==> config.mk <==
export PLATFORM = sky130hd
export DESIGN_NAME = sdp_guard
export DESIGN_NICKNAME = d
export VERILOG_FILES = /design/src/rtl/sdp_pkg.sv /design/src/rtl/sdp_seq_match.sv /design/src/rtl/sdp_load_timer.sv /design/src/rtl/sdp_prot_hold.sv /design/src/rtl/sdp_guard.sv
export SDC_FILE = /design/constraint.sdc
export NUM_CORES = 1
export LEC_CHECK = 0
export ABC_AREA = 1
export BUFFER_PORTS_ARGS = -buffer_cell sky130_fd_sc_hd__buf_2
export CAP_MARGIN = 20
export CELL_PAD_IN_SITES_DETAIL_PLACEMENT = 1
export CELL_PAD_IN_SITES_GLOBAL_PLACEMENT = 1
export CORE_MARGIN = 4
export CORE_UTILIZATION = 37
export DETAILED_ROUTE_END_ITERATION = 16
export PLACE_DENSITY_LB_ADDON = 0.1
export SETUP_SLACK_MARGIN = 0.15
export SLEW_MARGIN = 20
export SYNTH_ARGS = -nofsm -noshare
export SYNTH_HDL_FRONTEND = slang
export SYNTH_SLANG_ARGS = --single-unit
==> constraint.sdc <==
create_clock -name clk -period 3 [get_ports clk]
set_input_delay 0.6 -clock clk [delete_from_list [all_inputs] [get_ports clk]]
set_output_delay 0.6 -clock clk [all_outputs]
set_load 0.02 [all_outputs]
==> src/rtl/sdp_pkg.sv <==
package sdp_pkg;

    localparam int ADDR_W = 13;
    localparam int DATA_W = 8;

    typedef logic [ADDR_W-1:0] addr_t;
    typedef logic [DATA_W-1:0] data_t;
    typedef logic [2:0]        step_t;

    typedef struct packed {
        addr_t addr;
        data_t data;
    } wr_evt_t;

    typedef enum logic [1:0] {
        KIND_NONE   = 2'd0,
        KIND_ARM    = 2'd1,
        KIND_DISARM = 2'd2
    } cmd_kind_e;

    typedef enum logic [1:0] {
        T_IDLE = 2'd0,
        T_LOAD = 2'd1,
        T_PROG = 2'd2
    } tmr_state_e;

    typedef enum logic [1:0] {
        EV_CMD        = 2'd0,
        EV_DATA_OPEN  = 2'd1,
        EV_DATA_PLAIN = 2'd2
    } ev_class_e;

    localparam addr_t KEY_ADDR_HI = 13'h1555;
    localparam addr_t KEY_ADDR_LO = 13'h0AAA;
    localparam data_t KEY_BYTE_0  = 8'hAA;
    localparam data_t KEY_BYTE_1  = 8'h55;
    localparam data_t OP_ARM      = 8'hA0;
    localparam data_t OP_UNLOCK   = 8'h80;
    localparam data_t OP_CLEAR    = 8'h20;

    localparam step_t STEP_FORK = 3'd2;
    localparam step_t STEP_LAST = 3'd5;

    // Expected pair on the disarm path for a given step; step 2 also
    // accepts the arm opcode, checked separately.
    function automatic wr_evt_t step_pair(step_t s);
        wr_evt_t p;
        case (s)
            3'd0, 3'd3: p = '{addr: KEY_ADDR_HI, data: KEY_BYTE_0};
            3'd1, 3'd4: p = '{addr: KEY_ADDR_LO, data: KEY_BYTE_1};
            3'd2:       p = '{addr: KEY_ADDR_HI, data: OP_UNLOCK};
            3'd5:       p = '{addr: KEY_ADDR_HI, data: OP_CLEAR};
            default:    p = '{addr: KEY_ADDR_HI, data: KEY_BYTE_0};
        endcase
        return p;
    endfunction

    function automatic logic is_arm_op(wr_evt_t e);
        return (e.addr == KEY_ADDR_HI) && (e.data == OP_ARM);
    endfunction

endpackage

==> src/rtl/sdp_seq_match.sv <==
module sdp_seq_match
    import sdp_pkg::*;
(
    input  logic      clk,
    input  logic      rst,
    input  logic      ev_vld,
    input  wr_evt_t   ev,
    input  logic      clear,
    output ev_class_e cls,
    output cmd_kind_e kind_q
);

    step_t step_q;
    logic  pair_hit;
    logic  arm_hit;

    always_comb begin
        pair_hit = (ev == step_pair(step_q));
        arm_hit  = (step_q == STEP_FORK) && is_arm_op(ev);
        if (kind_q != KIND_NONE)
            cls = EV_DATA_OPEN;
        else if (pair_hit || arm_hit)
            cls = EV_CMD;
        else
            cls = EV_DATA_PLAIN;
    end

    always_ff @(posedge clk) begin
        if (rst || clear) begin
            step_q <= '0;
            kind_q <= KIND_NONE;
        end else if (ev_vld && (kind_q == KIND_NONE)) begin
            if (arm_hit) begin
                kind_q <= KIND_ARM;
                step_q <= '0;
            end else if (pair_hit) begin
                if (step_q == STEP_LAST) begin
                    kind_q <= KIND_DISARM;
                    step_q <= '0;
                end else begin
                    step_q <= step_q + 3'd1;
                end
            end else begin
                step_q <= '0;
            end
        end
    end

    // the step index never leaves the key length
    a_r7_step_range: assert property (@(posedge clk) disable iff (rst)
        step_q <= STEP_LAST);

    // arming can only complete from the fork step
    a_r1_arm_from_fork: assert property (@(posedge clk) disable iff (rst)
        (ev_vld && kind_q == KIND_NONE && step_q != STEP_FORK && !clear)
            |=> kind_q != KIND_ARM);

endmodule

==> src/rtl/sdp_load_timer.sv <==
module sdp_load_timer
    import sdp_pkg::*;
#(
    parameter int LOAD_WIN = 7500,
    parameter int PROG_CYC = 100000
) (
    input  logic clk,
    input  logic rst,
    input  logic wr_vld,
    output logic accept,
    output logic busy,
    output logic prog_start,
    output logic prog_done
);

    localparam int GAP_W = $clog2(LOAD_WIN + 1);
    localparam int PRG_W = $clog2(PROG_CYC + 1);
    localparam logic [GAP_W-1:0] GAP_END = GAP_W'(LOAD_WIN - 1);
    localparam logic [PRG_W-1:0] PRG_END = PRG_W'(PROG_CYC - 1);

    tmr_state_e       state_q;
    logic [GAP_W-1:0] gap_q;
    logic [PRG_W-1:0] prg_q;

    assign busy      = (state_q == T_PROG);
    assign accept    = wr_vld && !busy;
    assign prog_done = busy && (prg_q == PRG_END);

    always_ff @(posedge clk) begin
        if (rst) begin
            state_q    <= T_IDLE;
            gap_q      <= '0;
            prg_q      <= '0;
            prog_start <= 1'b0;
        end else begin
            prog_start <= 1'b0;
            case (state_q)
                T_IDLE: begin
                    if (accept) begin
                        state_q <= T_LOAD;
                        gap_q   <= '0;
                    end
                end
                T_LOAD: begin
                    if (accept) begin
                        gap_q <= '0;
                    end else if (gap_q == GAP_END) begin
                        state_q    <= T_PROG;
                        prg_q      <= '0;
                        prog_start <= 1'b1;
                    end else begin
                        gap_q <= gap_q + 1'b1;
                    end
                end
                T_PROG: begin
                    if (prog_done)
                        state_q <= T_IDLE;
                    else
                        prg_q <= prg_q + 1'b1;
                end
                default: state_q <= T_IDLE;
            endcase
        end
    end

    // the start pulse coincides with the programming period
    a_r8_start_busy: assert property (@(posedge clk) disable iff (rst)
        prog_start |-> busy);

    // a programming period is only entered through the start pulse
    a_r8_rise_with_start: assert property (@(posedge clk) disable iff (rst)
        $rose(busy) |-> prog_start);

    // the period counter stays within the programming length
    a_r9_prog_bound: assert property (@(posedge clk) disable iff (rst)
        busy |-> prg_q <= PRG_END);

endmodule

==> src/rtl/sdp_prot_hold.sv <==
module sdp_prot_hold
    import sdp_pkg::*;
(
    input  logic      clk,
    input  logic      rst,
    input  logic      por,
    input  logic      por_val,
    input  logic      done,
    input  cmd_kind_e kind,
    output logic      prot_q
);

    // Deliberately outside the ordinary reset domain.
    always_ff @(posedge clk) begin
        if (por)
            prot_q <= por_val;
        else if (done && kind == KIND_ARM)
            prot_q <= 1'b1;
        else if (done && kind == KIND_DISARM)
            prot_q <= 1'b0;
    end

    // no change outside the end of a programming period
    a_r3_prot_hold: assert property (@(posedge clk) disable iff (rst)
        (!por && !done) |=> $stable(prot_q));

    // the power-on strobe loads the supplied value
    a_r10_por_load: assert property (@(posedge clk) disable iff (rst)
        por |=> prot_q == $past(por_val));

endmodule

==> src/rtl/sdp_guard.sv <==
module sdp_guard
    import sdp_pkg::*;
#(
    parameter int LOAD_WIN = 7500,
    parameter int PROG_CYC = 100000
) (
    input  logic              clk,
    input  logic              rst,
    input  logic              por,
    input  logic              por_prot,
    input  logic              wr_vld,
    input  logic [ADDR_W-1:0] wr_addr,
    input  logic [DATA_W-1:0] wr_data,
    output logic              commit_vld,
    output logic [ADDR_W-1:0] commit_addr,
    output logic [DATA_W-1:0] commit_data,
    output logic              prog_start,
    output logic              busy,
    output logic              prot_on
);

    wr_evt_t   ev;
    ev_class_e cls;
    cmd_kind_e kind;
    logic      accept;
    logic      prog_done;
    logic      store;

    assign ev = '{addr: wr_addr, data: wr_data};

    sdp_load_timer #(
        .LOAD_WIN (LOAD_WIN),
        .PROG_CYC (PROG_CYC)
    ) u_timer (
        .clk        (clk),
        .rst        (rst),
        .wr_vld     (wr_vld),
        .accept     (accept),
        .busy       (busy),
        .prog_start (prog_start),
        .prog_done  (prog_done)
    );

    sdp_seq_match u_match (
        .clk    (clk),
        .rst    (rst),
        .ev_vld (accept),
        .ev     (ev),
        .clear  (prog_done),
        .cls    (cls),
        .kind_q (kind)
    );

    sdp_prot_hold u_prot (
        .clk     (clk),
        .rst     (rst),
        .por     (por),
        .por_val (por_prot),
        .done    (prog_done),
        .kind    (kind),
        .prot_q  (prot_on)
    );

    always_comb begin
        store = 1'b0;
        if (accept) begin
            if (cls == EV_DATA_OPEN)
                store = 1'b1;
            else if (cls == EV_DATA_PLAIN)
                store = !prot_on;
        end
    end

    always_ff @(posedge clk) begin
        if (rst) begin
            commit_vld  <= 1'b0;
            commit_addr <= '0;
            commit_data <= '0;
        end else begin
            commit_vld <= store;
            if (store) begin
                commit_addr <= ev.addr;
                commit_data <= ev.data;
            end
        end
    end

    // a commit always follows a host write one cycle earlier
    a_r11_commit_follows: assert property (@(posedge clk) disable iff (rst)
        commit_vld |-> $past(wr_vld));

    // nothing offered during a programming period is committed
    a_r9_busy_ignored: assert property (@(posedge clk) disable iff (rst)
        (wr_vld && busy) |=> !commit_vld);

    // a plain write under protection stores nothing
    a_r5_locked_drop: assert property (@(posedge clk) disable iff (rst)
        (accept && prot_on && cls == EV_DATA_PLAIN) |=> !commit_vld);

endmodule

==> flow_summary_export.csv <==
group,metric,value,unit
cts,cts-buffers-inserted,9,
yosys,yosys.area_share.simple,38.43,%
finish,final_cell_mix,"nand2_1 (120), nor2_1 (76), inv_1 (65)",
timing,post-route-period-util,69.84,%
die,die_w,103.3,um
grt,grt_pass1_vias,3297,
finish,layout-drive-gt1-share,15.83,%
routing,routed_wl,9476,um
flow_run,cap_violations,0,
finish,layoutNonFillerInstCount,683,
cts,postCtsSetupBuffers,0,
routing,wl_per_cell,13.87,um
timing,rsz0062_at_grt,"false",
yosys,synth_compound_area_share,11.29,%
die,initial_core_util,38.31,%
yosys,yosysTopAreaCell,"dfxtp_1",
placed_design,dp.cells,667,
cts,tritoncts,"done",
timing,finalSetupTns,0,ns
routing,num_vias,3439,
grt,grtUsageTotal,18.54,%
cts,hold_buffers,0,
worst_hold_path,min_path_type,"flip-flop to flip-flop",
timing,slew_violations,0,
yosys,netlist_area,3357,um^2
worst_hold_path,min_path_cells,2,
finish,n_antenna_cell,0,
setup_path,startpoint_type,"flip-flop",
die,pin_count,51,
cts,clkTransAtPathRegs,0.08,ns
yosys,yosysWarnings,0,
setup_path,reg2reg_depth,10,
die,die_y,103.3,um
yosys,synth_top_area_share,35.78,%
power_and_ir_drop,leakage,1.754,nW
finish,areaGrowthSynthToFinish,15.43,%
setup_path,r2r_setup_slack,0.90,ns
placed_design,gp_congestion,0.8728,
finish,layout_commonest_cell,"nand2_1",
timing,slew_headroom,49.24,%
die,rows,34,
cts,cts_root_buf,"clkbuf_8",
routing,drc_errors,0,
worst_hold_path,hold-path-endpoint,"commit_addr[7]$_SDFFE_PP0P_",
setup_path,crit_arrival,2.31,ns
routing,drtIter0Drc,126,
placed_design,io_buffers,50,
yosys,synth_fp_nets,550,
setup_path,end_kind,"flip-flop",
routing,ant_nets,0,
power_and_ir_drop,vdd_drop_max,0.1903,mV
worst_hold_path,hp-start,"commit_addr[7]$_SDFFE_PP0P_",
timing,min_period,2.095,ns
yosys,synthTopCellsByArea,"dfxtp_1 (36%), nand2_1 (13%), nor2_1 (8.5%)",
setup_path,regToRegEndpoint,"u_timer.gap_q[5]$_SDFFE_PP0P_",
placed_design,dpl.hpwl,7187,um
yosys,synth-adder-area-share,0.7454,%
timing,setup_viol,0,
cts,clk_path_buf_depth,2,
grt,grt_pass1_wl,15710,um
grt,antenna_found_initial,0,
yosys,synth.distinct_cells,33,
cts,clk_latency,0.34,ns
power_and_ir_drop,power_density,458.5,nW/um^2
grt,grt-ovfl-total,0,
yosys,synth.mux.area_fraction,0,%
die,core-area,8763,um^2
cts,cts_sinks,61,
finish,num-nets-final,598,
cts,cts_max_level,3,
timing,hold_viol,0,
grt,grt_max_degree,44,
setup_path,r2r-start,"u_timer.gap_q[0]$_SDFFE_PP0P_",
finish,n_fill_cell,1194,
timing,fin_skew,0.01119,ns
die,die-area,10660,um^2
yosys,avgSynthCellArea,6.431,um^2
routing,first_pass_iters,4,
yosys,ys_ff_latch,61,
routing,via_per_inst,5.035,
yosys,synthCells,522,
cts,cts.repair.resized,0,
yosys,synth_top_family_by_area,"simple AND/OR/NAND/NOR gates",
run_status,status,"finished clean",
setup_path,crit_type,"flip-flop to flip-flop",
setup_path,crit_fanout,12,
timing,worstMarginPinSlew,0.7605,ns
setup_path,crit_required,3.22,ns
timing,fmax,477.2,MHz
yosys,synth-xor-area-share,2.609,%
yosys,yosysSeqAreaShare,36.68,%
## power by group
group | internal [mW] | leakage [nW] | switching [mW] | total (mW)
combinational | 0.0648 | 1.15 | 0.132 | 0.197
clock | 0.388 | 0.101 | 0.339 | 0.727
sequential | 0.837 | 0.499 | 0.0161 | 0.853
## through the flow
step	power, mW	area [um^2]	worst slack [ns]	hold slack (ns)	util (%)
2_1_floorplan	0.9960	3357	1.276	0.4364	-
4_1_cts	1.800	3875	0.8915	0.4896	44.22
3_5_place_dp	1.069	3679	0.7928	0.4714	41.98
5_1_grt	1.860	3875	0.6539	0.5103	44.22
6_report	1.777	3875	0.9047	0.4834	44.22
3_3_place_gp	1.065	3679	0.8676	0.4541	41.98
## synthesized netlist by cell type
cell,n
a31o_2,1
dfxtp_1,60
buf_6,3
nand2_1,120
a21oi_1,53
buf_2,3
nand2b_1,1
nand4_1,13
a211oi_1,1
ha_1,2
nand3_1,50
o21a_1,1
nand2_4,2
xor2_1,8
inv_2,2
nand2_2,3
nor2_1,76
nor3_1,10
o41ai_1,1
nor4_1,1
nor3_2,1
and2_1,1
inv_1,65
nand3b_1,2
or2_2,8
xnor2_1,2
inv_4,1
nor2_2,2
edfxtp_1,1
nor4_2,2
o21ai_0,15
clkbuf_1,10
o22ai_1,1
## worst max path at each step
stage                                  startpoint                             to  slack, ns  cells after the start
floorplan                             wr_addr[11]   commit_addr[10]$_SDFFE_PP0P_       1.28                     13
global placement                      wr_addr[11]    commit_addr[0]$_SDFFE_PP0P_       0.87                     14
detailed placement                    wr_addr[11]    commit_addr[0]$_SDFFE_PP0P_       0.79                     14
CTS                 u_timer.gap_q[0]$_SDFFE_PP0P_  u_timer.gap_q[5]$_SDFFE_PP0P_       0.89                     10
global route        u_timer.gap_q[0]$_SDFFE_PP0P_  u_timer.gap_q[5]$_SDFFE_PP0P_       0.65                     10
finish              u_timer.gap_q[0]$_SDFFE_PP0P_  u_timer.gap_q[5]$_SDFFE_PP0P_       0.90                     10
## per-layer routing
metal	GRT usage, %	wire length (um)	up-vias
met3	2.951	297	11
met2	29.21	4343	45
met5	0	0	-
met4	5.976	116	0
met1	26.00	4719	1616
li1	-	-	1767
## layout make-up
class                           count  area (um^2)  area share [%]
Inverter                           68        257.7           6.652
Sequential cell                    61         1231           31.77
Timing Repair Buffer               53        272.8           7.039
Multi-Input combinational cell    377         1782           45.98
Clock buffer                       13        178.9           4.617
Clock inverter                      3        17.52          0.4520
Tap cell                          108        135.1           3.487
## logic make-up after synthesis
logic type	Yosys count
simple gates	292
buf+inv	84
compound gates	73
flops	61
xor+xnor	10
fa+ha+maj	2
## worst max-delay path, cell delays in order (launching register included)
cell and delay (ns):
dfxtp_1 0.41, ha_1 0.20, nand2_1 0.08, nor3_1 0.19
nand2b_1 0.13, nand2_1 0.16, nand2_1 0.30, inv_1 0.26
o21ai_0 0.12, nand2_1 0.08, a21oi_1 0.04
## registers in the layout, summed over array words and instances (netlist names)
| name | count |
|---|---|
| u_timer.prog_start | 1 |
| u_prot.prot_q | 1 |
| u_match.kind_q | 2 |
| commit_data | 8 |
| u_timer.prg_q | 17 |
| u_timer.state_q | 2 |
| commit_addr | 13 |
| u_match.step_q | 3 |
| commit_vld | 1 |
| u_timer.gap_q | 13 |
No activity file was read; power rests on OpenSTA's default activity.
